===== config.mk =====
export PLATFORM = sky130hd
export DESIGN_NAME = cfg_addr_regbuf
export DESIGN_NICKNAME = d
export VERILOG_FILES = /design/src/rtl/cfg_addr_regbuf_pkg.sv /design/src/rtl/cfg_addr_regbuf_route.sv /design/src/rtl/cfg_addr_regbuf_csgate.sv /design/src/rtl/cfg_addr_regbuf_outreg.sv /design/src/rtl/cfg_addr_regbuf.sv
export SDC_FILE = /design/constraint.sdc
export NUM_CORES = 1
export LEC_CHECK = 0
export ABC_AREA = 1
export BUFFER_PORTS_ARGS = -buffer_cell sky130_fd_sc_hd__buf_2
export CORE_UTILIZATION = 53
export CTS_CLUSTER_SIZE = 30
export DETAILED_ROUTE_END_ITERATION = 8
export MAX_ROUTING_LAYER = met4
export PLACE_DENSITY = 0.95
export RECOVER_POWER = 25
export SYNTH_ARGS = -nofsm -noshare
export SYNTH_HDL_FRONTEND = slang
export SYNTH_SLANG_ARGS = --single-unit

===== constraint.sdc =====
create_clock -name clk -period 1.25 [get_ports clk]
set_input_delay 0.125 -clock clk [delete_from_list [all_inputs] [get_ports clk]]
set_output_delay 0.125 -clock clk [all_outputs]
set_load 0.1 [all_outputs]

===== src/rtl/cfg_addr_regbuf_pkg.sv =====
// Package: shared routing-mode type and strap decode for the address buffer.
// Assumes the straps are static; the decode is purely combinational.
package cfg_addr_regbuf_pkg;

    typedef enum logic [1:0] {
        ROUTE_WIDE  = 2'd0,
        ROUTE_LOW   = 2'd1,
        ROUTE_HIGH  = 2'd2
    } route_mode_e;

    // Turns the two straps into a routing mode.
    function automatic route_mode_e decode_straps(input logic fanout, input logic map_b);
        route_mode_e m;
        if (!fanout)
            m = ROUTE_WIDE;
        else if (map_b)
            m = ROUTE_HIGH;
        else
            m = ROUTE_LOW;
        return m;
    endfunction

endpackage


===== src/rtl/cfg_addr_regbuf_route.sv =====
// Module: cfg_addr_regbuf_route
// Maps the raw input word onto the output positions for the chosen mode.
// Wide mode passes the input straight through and drives positions above
// WIDE_W low. Fan-out modes copy a NARROW_W slice (low or high end of the
// input) onto the primary lane group and its mirror group.
// Assumes NARROW_W <= WIDE_W <= 2*NARROW_W.
module cfg_addr_regbuf_route
    import cfg_addr_regbuf_pkg::*;
#(
    parameter int WIDE_W   = 25,
    parameter int NARROW_W = 14,
    localparam int OUT_W   = 2 * NARROW_W,
    localparam int HI_LSB  = WIDE_W - NARROW_W
) (
    input  route_mode_e        mode_i,
    input  logic [WIDE_W-1:0]  d_i,
    output logic [OUT_W-1:0]   routed_o
);

    logic [NARROW_W-1:0] slice_lo;
    logic [NARROW_W-1:0] slice_hi;

    assign slice_lo = d_i[NARROW_W-1:0];
    assign slice_hi = d_i[HI_LSB +: NARROW_W];

    for (genvar i = 0; i < OUT_W; i++) begin : g_lane
        localparam int LANE = i % NARROW_W;
        logic wide_bit;
        if (i < WIDE_W) begin : g_used
            assign wide_bit = d_i[i];
        end else begin : g_unused
            assign wide_bit = 1'b0;
        end
        // Selects the source of one output position.
        always_comb begin
            unique case (mode_i)
                ROUTE_LOW:  routed_o[i] = slice_lo[LANE];
                ROUTE_HIGH: routed_o[i] = slice_hi[LANE];
                default:    routed_o[i] = wide_bit;
            endcase
        end
    end

endmodule


===== src/rtl/cfg_addr_regbuf_csgate.sv =====
// Module: cfg_addr_regbuf_csgate
// Builds the load enable from the two active-low chip selects: a load
// happens when at least one select is low at the clock edge.
// Assumes both selects are sampled on the same edge as the data.
module cfg_addr_regbuf_csgate (
    input  logic cs_a_n,
    input  logic cs_b_n,
    output logic load_o
);

    // Load unless both selects are idle (high).
    always_comb load_o = !(cs_a_n && cs_b_n);

endmodule


===== src/rtl/cfg_addr_regbuf_outreg.sv =====
// Module: cfg_addr_regbuf_outreg
// Output register with hold and synchronous active-low reset. The outputs
// are also gated low combinationally while reset is held.
// Assumes rst_n is synchronous to clk at release.
module cfg_addr_regbuf_outreg #(
    parameter int W = 28
) (
    input  logic         clk,
    input  logic         rst_n,
    input  logic         load_i,
    input  logic [W-1:0] d_i,
    output logic [W-1:0] q_o
);

    logic [W-1:0] q_r;

    // Clears on reset, loads when enabled, otherwise holds.
    always_ff @(posedge clk) begin
        if (!rst_n)
            q_r <= '0;
        else if (load_i)
            q_r <= d_i;
    end

    // Forces the outputs low for as long as reset is held.
    always_comb q_o = rst_n ? q_r : '0;

endmodule


===== src/rtl/cfg_addr_regbuf.sv =====
// Module: cfg_addr_regbuf (top)
// Strap-configured registered command/address buffer: 25-bit one-to-one
// or 14-bit one-to-two with a choice of input slice, output hold driven
// by two chip selects, and a reset that overrides the hold.
// Assumes cfg_fanout and cfg_map_b are tied off for the whole run.
module cfg_addr_regbuf
    import cfg_addr_regbuf_pkg::*;
#(
    parameter int WIDE_W   = 25,
    parameter int NARROW_W = 14,
    localparam int OUT_W   = 2 * NARROW_W
) (
    input  logic              clk,
    input  logic              rst_n,
    input  logic              cfg_fanout,
    input  logic              cfg_map_b,
    input  logic              cs_a_n,
    input  logic              cs_b_n,
    input  logic [WIDE_W-1:0] d_i,
    output logic [OUT_W-1:0]  q_o
);

    route_mode_e        mode;
    logic [OUT_W-1:0]   routed;
    logic               load;

    // Decodes the static straps into a routing mode.
    always_comb mode = decode_straps(cfg_fanout, cfg_map_b);

    cfg_addr_regbuf_route #(
        .WIDE_W   (WIDE_W),
        .NARROW_W (NARROW_W)
    ) u_route (
        .mode_i   (mode),
        .d_i      (d_i),
        .routed_o (routed)
    );

    cfg_addr_regbuf_csgate u_csgate (
        .cs_a_n (cs_a_n),
        .cs_b_n (cs_b_n),
        .load_o (load)
    );

    cfg_addr_regbuf_outreg #(
        .W (OUT_W)
    ) u_outreg (
        .clk    (clk),
        .rst_n  (rst_n),
        .load_i (load),
        .d_i    (routed),
        .q_o    (q_o)
    );

endmodule


=== Word-level counts from Yosys, hierarchy flattened ===
Index checks and enable logic that the tools add are counted.

* Eq/ne operators: 2
* Muxes and demuxes: 31
* Reductions and logical operators: 1

{| class="wikitable"
|+ Operators by type and width
! cell !! number
|-
| $mux W28 || 1
|-
| $pmux W1 S2 || 14
|-
| $mux W1 || 14
|-
| $mux W2 || 2
|-
| $eq A2 B1 Y1 const B || 1
|-
| $eq A2 B2 Y1 const B || 1
|-
| $logic_and A1 B1 Y1 || 1
|}

* Register bits after elaboration: 28
* Logic and storage cells: 35

=== Logic depth before layout (Yosys ltp) ===
* Depth after elaboration: 4
* Gate-level depth with buffers: 7
* Depth with buffers taken out: 5

=== Modules after synthesis ===
A second synthesis with hierarchy kept.

* Cells, all modules: 366
* Area, all modules: 1,985.7 um^2

{| class="wikitable"
|+ By module, submodules not included
! module !! times used !! cells each !! area an instance (um^2)
|-
| cfg_addr_regbuf_outreg || 1 || 236 || 1,391.3
|-
| cfg_addr_regbuf_route || 1 || 125 || 573.0
|-
| cfg_addr_regbuf || 1 || 4 || 17.5
|-
| cfg_addr_regbuf_csgate || 1 || 1 || 3.8
|}

=== Worst setup path before layout ===
No wires, ideal clock.

* Kind: input to output
* Start: input rst_n
* End: output q_o[0]
* Arrival time: 1,091 ps
* Data required time: 1,125 ps
* Setup slack: 34 ps
* Cell stages on the path: 4
* Buffers on the path: 2
* Path through: buf_2 > buf_2 > nand2_1 > inv_1

* Word-level cells in the longest chain between the ends: 1

{| class="wikitable"
|+ Ends and longest elaborated chain
! what !! line !! source
|-
| from (decl) || cfg_addr_regbuf.sv:14 || <nowiki>input logic rst_n,</nowiki>
|-
| $mux W28 || cfg_addr_regbuf_outreg.sv:26 || <nowiki>always_comb q_o = rst_n ? q_r : '0;</nowiki>
|-
| to (decl) || cfg_addr_regbuf.sv:20 || <nowiki>output logic [OUT_W-1:0] q_o</nowiki>
|}

Every way passes these cells.

=== Final worst setup path ===
* Start: register u_outreg.q_r[6]
* End: output q_o[6]

* Word-level cells in the longest chain between the ends: 1

{| class="wikitable"
|+ Ends and longest elaborated chain
! what !! line !! source
|-
| from (decl) || cfg_addr_regbuf_outreg.sv:15 || <nowiki>logic [W-1:0] q_r;</nowiki>
|-
| from (signal assigned) || cfg_addr_regbuf_outreg.sv:22 || <nowiki>q_r <= d_i;</nowiki>
|-
| $mux W28 || cfg_addr_regbuf_outreg.sv:26 ||
|}

Every way passes these cells.

==> impl_summary.md <==
CTS
Clock-pin slew was measured on the worst setup and hold paths at 150 ps. The number of clock buffers inserted by TritonCTS is 3. The post-CTS setup repair buffer count is 0.

The worst-case clock buffer depth is 2. Post-CTS repair changed the size of 0 cells. The clock latency reported for the late side of the worst-skew pair is 320 ps. Hold repair after CTS inserted 0 buffers. The maximum level of the CTS H-tree is 1. The clock tree root buffer cell is sky130_fd_sc_hd__clkbuf_4. The number of sinks driven by the clock tree is 28.

The TritonCTS clock tree is built.

STA
After layout, the worst path uses 96.23% of the clock period. The slew of the pin with the lowest slew margin is 431.2 ps. Setup violations remaining at the end of the flow were counted as 0. The count of final hold-check violations is 0.

In the final timing run, aggregate negative setup slack is 0 ps. Hold is met by 96.17 ps. Setup repair after global routing left no endpoint under its margin. The worst path in the final design needs a cycle of 1203 ps, including I/O delays and setup. The upper clock frequency limit is 831.3 MHz. The final clock skew is 0 ps. The worst-case headroom to the max-slew limit is 71.18%. The number of max-slew violations in the final report is 0.

Min path
The path class of the lowest-slack min-delay path is in -> reg. Along the worst hold path, the cell count comes to 5.

Logic synthesis
The count of warnings emitted by yosys is 0. By count the netlist is led by sky130_fd_sc_hd__nand2_1, sky130_fd_sc_hd__nor2_1, sky130_fd_sc_hd__inv_1. Synthesis handed over a netlist of 301 instances. By instance count, the leading cell after synthesis is sky130_fd_sc_hd__nand2_1.

The area share of the largest cell type after synthesis is 32.97%. The post-synthesis area per instance is 5.649 um2. The count of different cell masters after synthesis is 12. For this run, the leading register cell type out of synthesis is sky130_fd_sc_hd__dfxtp_1. The count of state elements after synthesis is 28. Yosys attributes the largest share of cell area to sky130_fd_sc_hd__dfxtp_1, sky130_fd_sc_hd__nand2_1, sky130_fd_sc_hd__nand3_1.

The largest total area in the synthesized netlist belongs to sky130_fd_sc_hd__dfxtp_1. Yosys mapped a number of flops with a built-in enable equal to 0. The register area share after synthesis is 32.97%. The synthesized area is 1700 um2. Counting every net in the synthesized netlist gives 332. The share of flip-flops with an asynchronous set or reset is 0%.

Run status
The run finished with clean final reports.

Die
The floorplan step defined a die boundary enclosing 3439 um2. The x dimension of the die is 58.64 um. Row generation in the floorplan step produced 20 rows. During I/O placement, the number of pins put on the boundary was 59. The height of the die is 58.64 um.

The initial utilization of the core area, before any placement, comes to 55.70%. The floorplan step defined a core boundary enclosing 3053 um2.

Global route
The global-route wire length before repair is 6962 um. The total track usage is 27.00%. The number of global-route vias before repair came to 1689. The initial antenna violation count came to 0. Entering global routing, the biggest net connects 57 pins. The remaining global-route overflow is 0.

Place
Buffers placed on the I/O ports in this run total 58. The cell area after placement is 2405 um2. The congestion estimate from routability-driven global placement came to 0.9085. The half-perimeter wire length after placement is 3243 um.

Drt
Wires add up to 4399 um. The first routing iteration left 157 violations. Using the TritonRoute via totals, the vias-per-cell ratio works out to 5.049. Once detail routing completed, the nets flagged for antenna violations numbered 0. Detailed routing inserted a total of 1974 vias. In the routed design, unresolved DRC markers number 0. The pre-antenna-repair detailed-routing pass consisted of 5 iterations. Dividing the detail-routed wire length by the instance count gives 11.25 um.

Worst setup path
The largest driver fanout on the critical path is 2. STA classifies the critical path endpoint as an output pin. The setup path with the least slack is of type reg -> out. Data on the critical path is required at its endpoint by 1120 ps. The worst reg2reg path depth is 2. STA puts the critical path data arrival time at 1080 ps. The worst setup path is launched from a flip-flop.

Layout
Compared with the post-synthesis result, the final layout area differs by 42.75%. The flip-flop count of the largest register after layout is 28. At the end of the flow the core is filled with cells to 79.51%. The layout cell share with drive strength beyond 1 is 19.02%. The area of all placed cells without fillers is 2427 um2. In the final layout, the registers with the most flip-flops are u_outreg.q_r (28). After the last flow step, the layout net total stands at 380. The top register by number of flip-flops is u_outreg.q_r. The number of antenna cells inserted is 0.

Power
In this run the power density over the cells is 967.1 nW/um2. The leakage power is 1.508 nW. The maximum resistive drop on vdd is 0.0005511 V.

Job
Across the run, the number of max-cap violations was 0.
-- power breakdown --
part           total (mW)  switching, mW  internal [mW]
Clock               0.371          0.257          0.113
Sequential           1.00         0.0364          0.965
Combinational       0.975          0.644          0.331
-- cell families after synthesis --
family,after synthesis,share of synthesized area (%)
AOI/OAI and AO/OA,11,3.238
buffers and inverters,67,17.44
DFF,28,32.97
and+or+nand+nor,195,46.36
-- worst max-delay path: stages (launching register included) --
cell                      delay [ps]
sky130_fd_sc_hd__dfxtp_1         390
sky130_fd_sc_hd__nand2_1          70
sky130_fd_sc_hd__inv_1           100
sky130_fd_sc_hd__buf_12          180
-- routing by layer --
layer | vias up | track usage (%) | share of wire, %
met5 | - | - | 0
met2 | 120 | 45.65 | 51
li1 | 988 | - | -
met3 | 13 | 3.077 | 7.3
met1 | 853 | 31.46 | 40
met4 | 0 | 14.29 | 2.0
-- final cells by class --
cell class	count	area, um2
clock buffer	3	22.52
fill	228	625.6
inverter	48	180.2
multi-input combinational	206	843.3
sequential	28	560.5
tap	44	55.05
timing repair buffer	62	765.7
-- stage by stage --
stage	total power [mW]	std cells	worst slack, ps
after floorplan	1.651	301	34.50
after global placement	1.964	388	74.82
after detailed placement	1.987	388	9.115
after CTS	2.341	391	58.99
after global routing	2.442	391	24.61
final	2.348	391	47.07
-- cells in the final DEF (no fill, tap or decap), drive strengths merged --
master and n:
nand2 94, buf 61, nor2 56, inv 48
nand3 45, dfxtp 28, o21ai 11, clkbuf 4
-- path summary, 6_finish.rpt --
kind | startpoint | end | slack (ps)
min | d_i[5] | u_outreg.q_r[5] | 100
max reg2reg | u_outreg.q_r[15] | u_outreg.q_r[15] | 460
min reg2reg | u_outreg.q_r[21] | u_outreg.q_r[21] | 550
max | u_outreg.q_r[6] | q_o[6] | 50
Note: power is estimated with default switching activity, not from simulation.
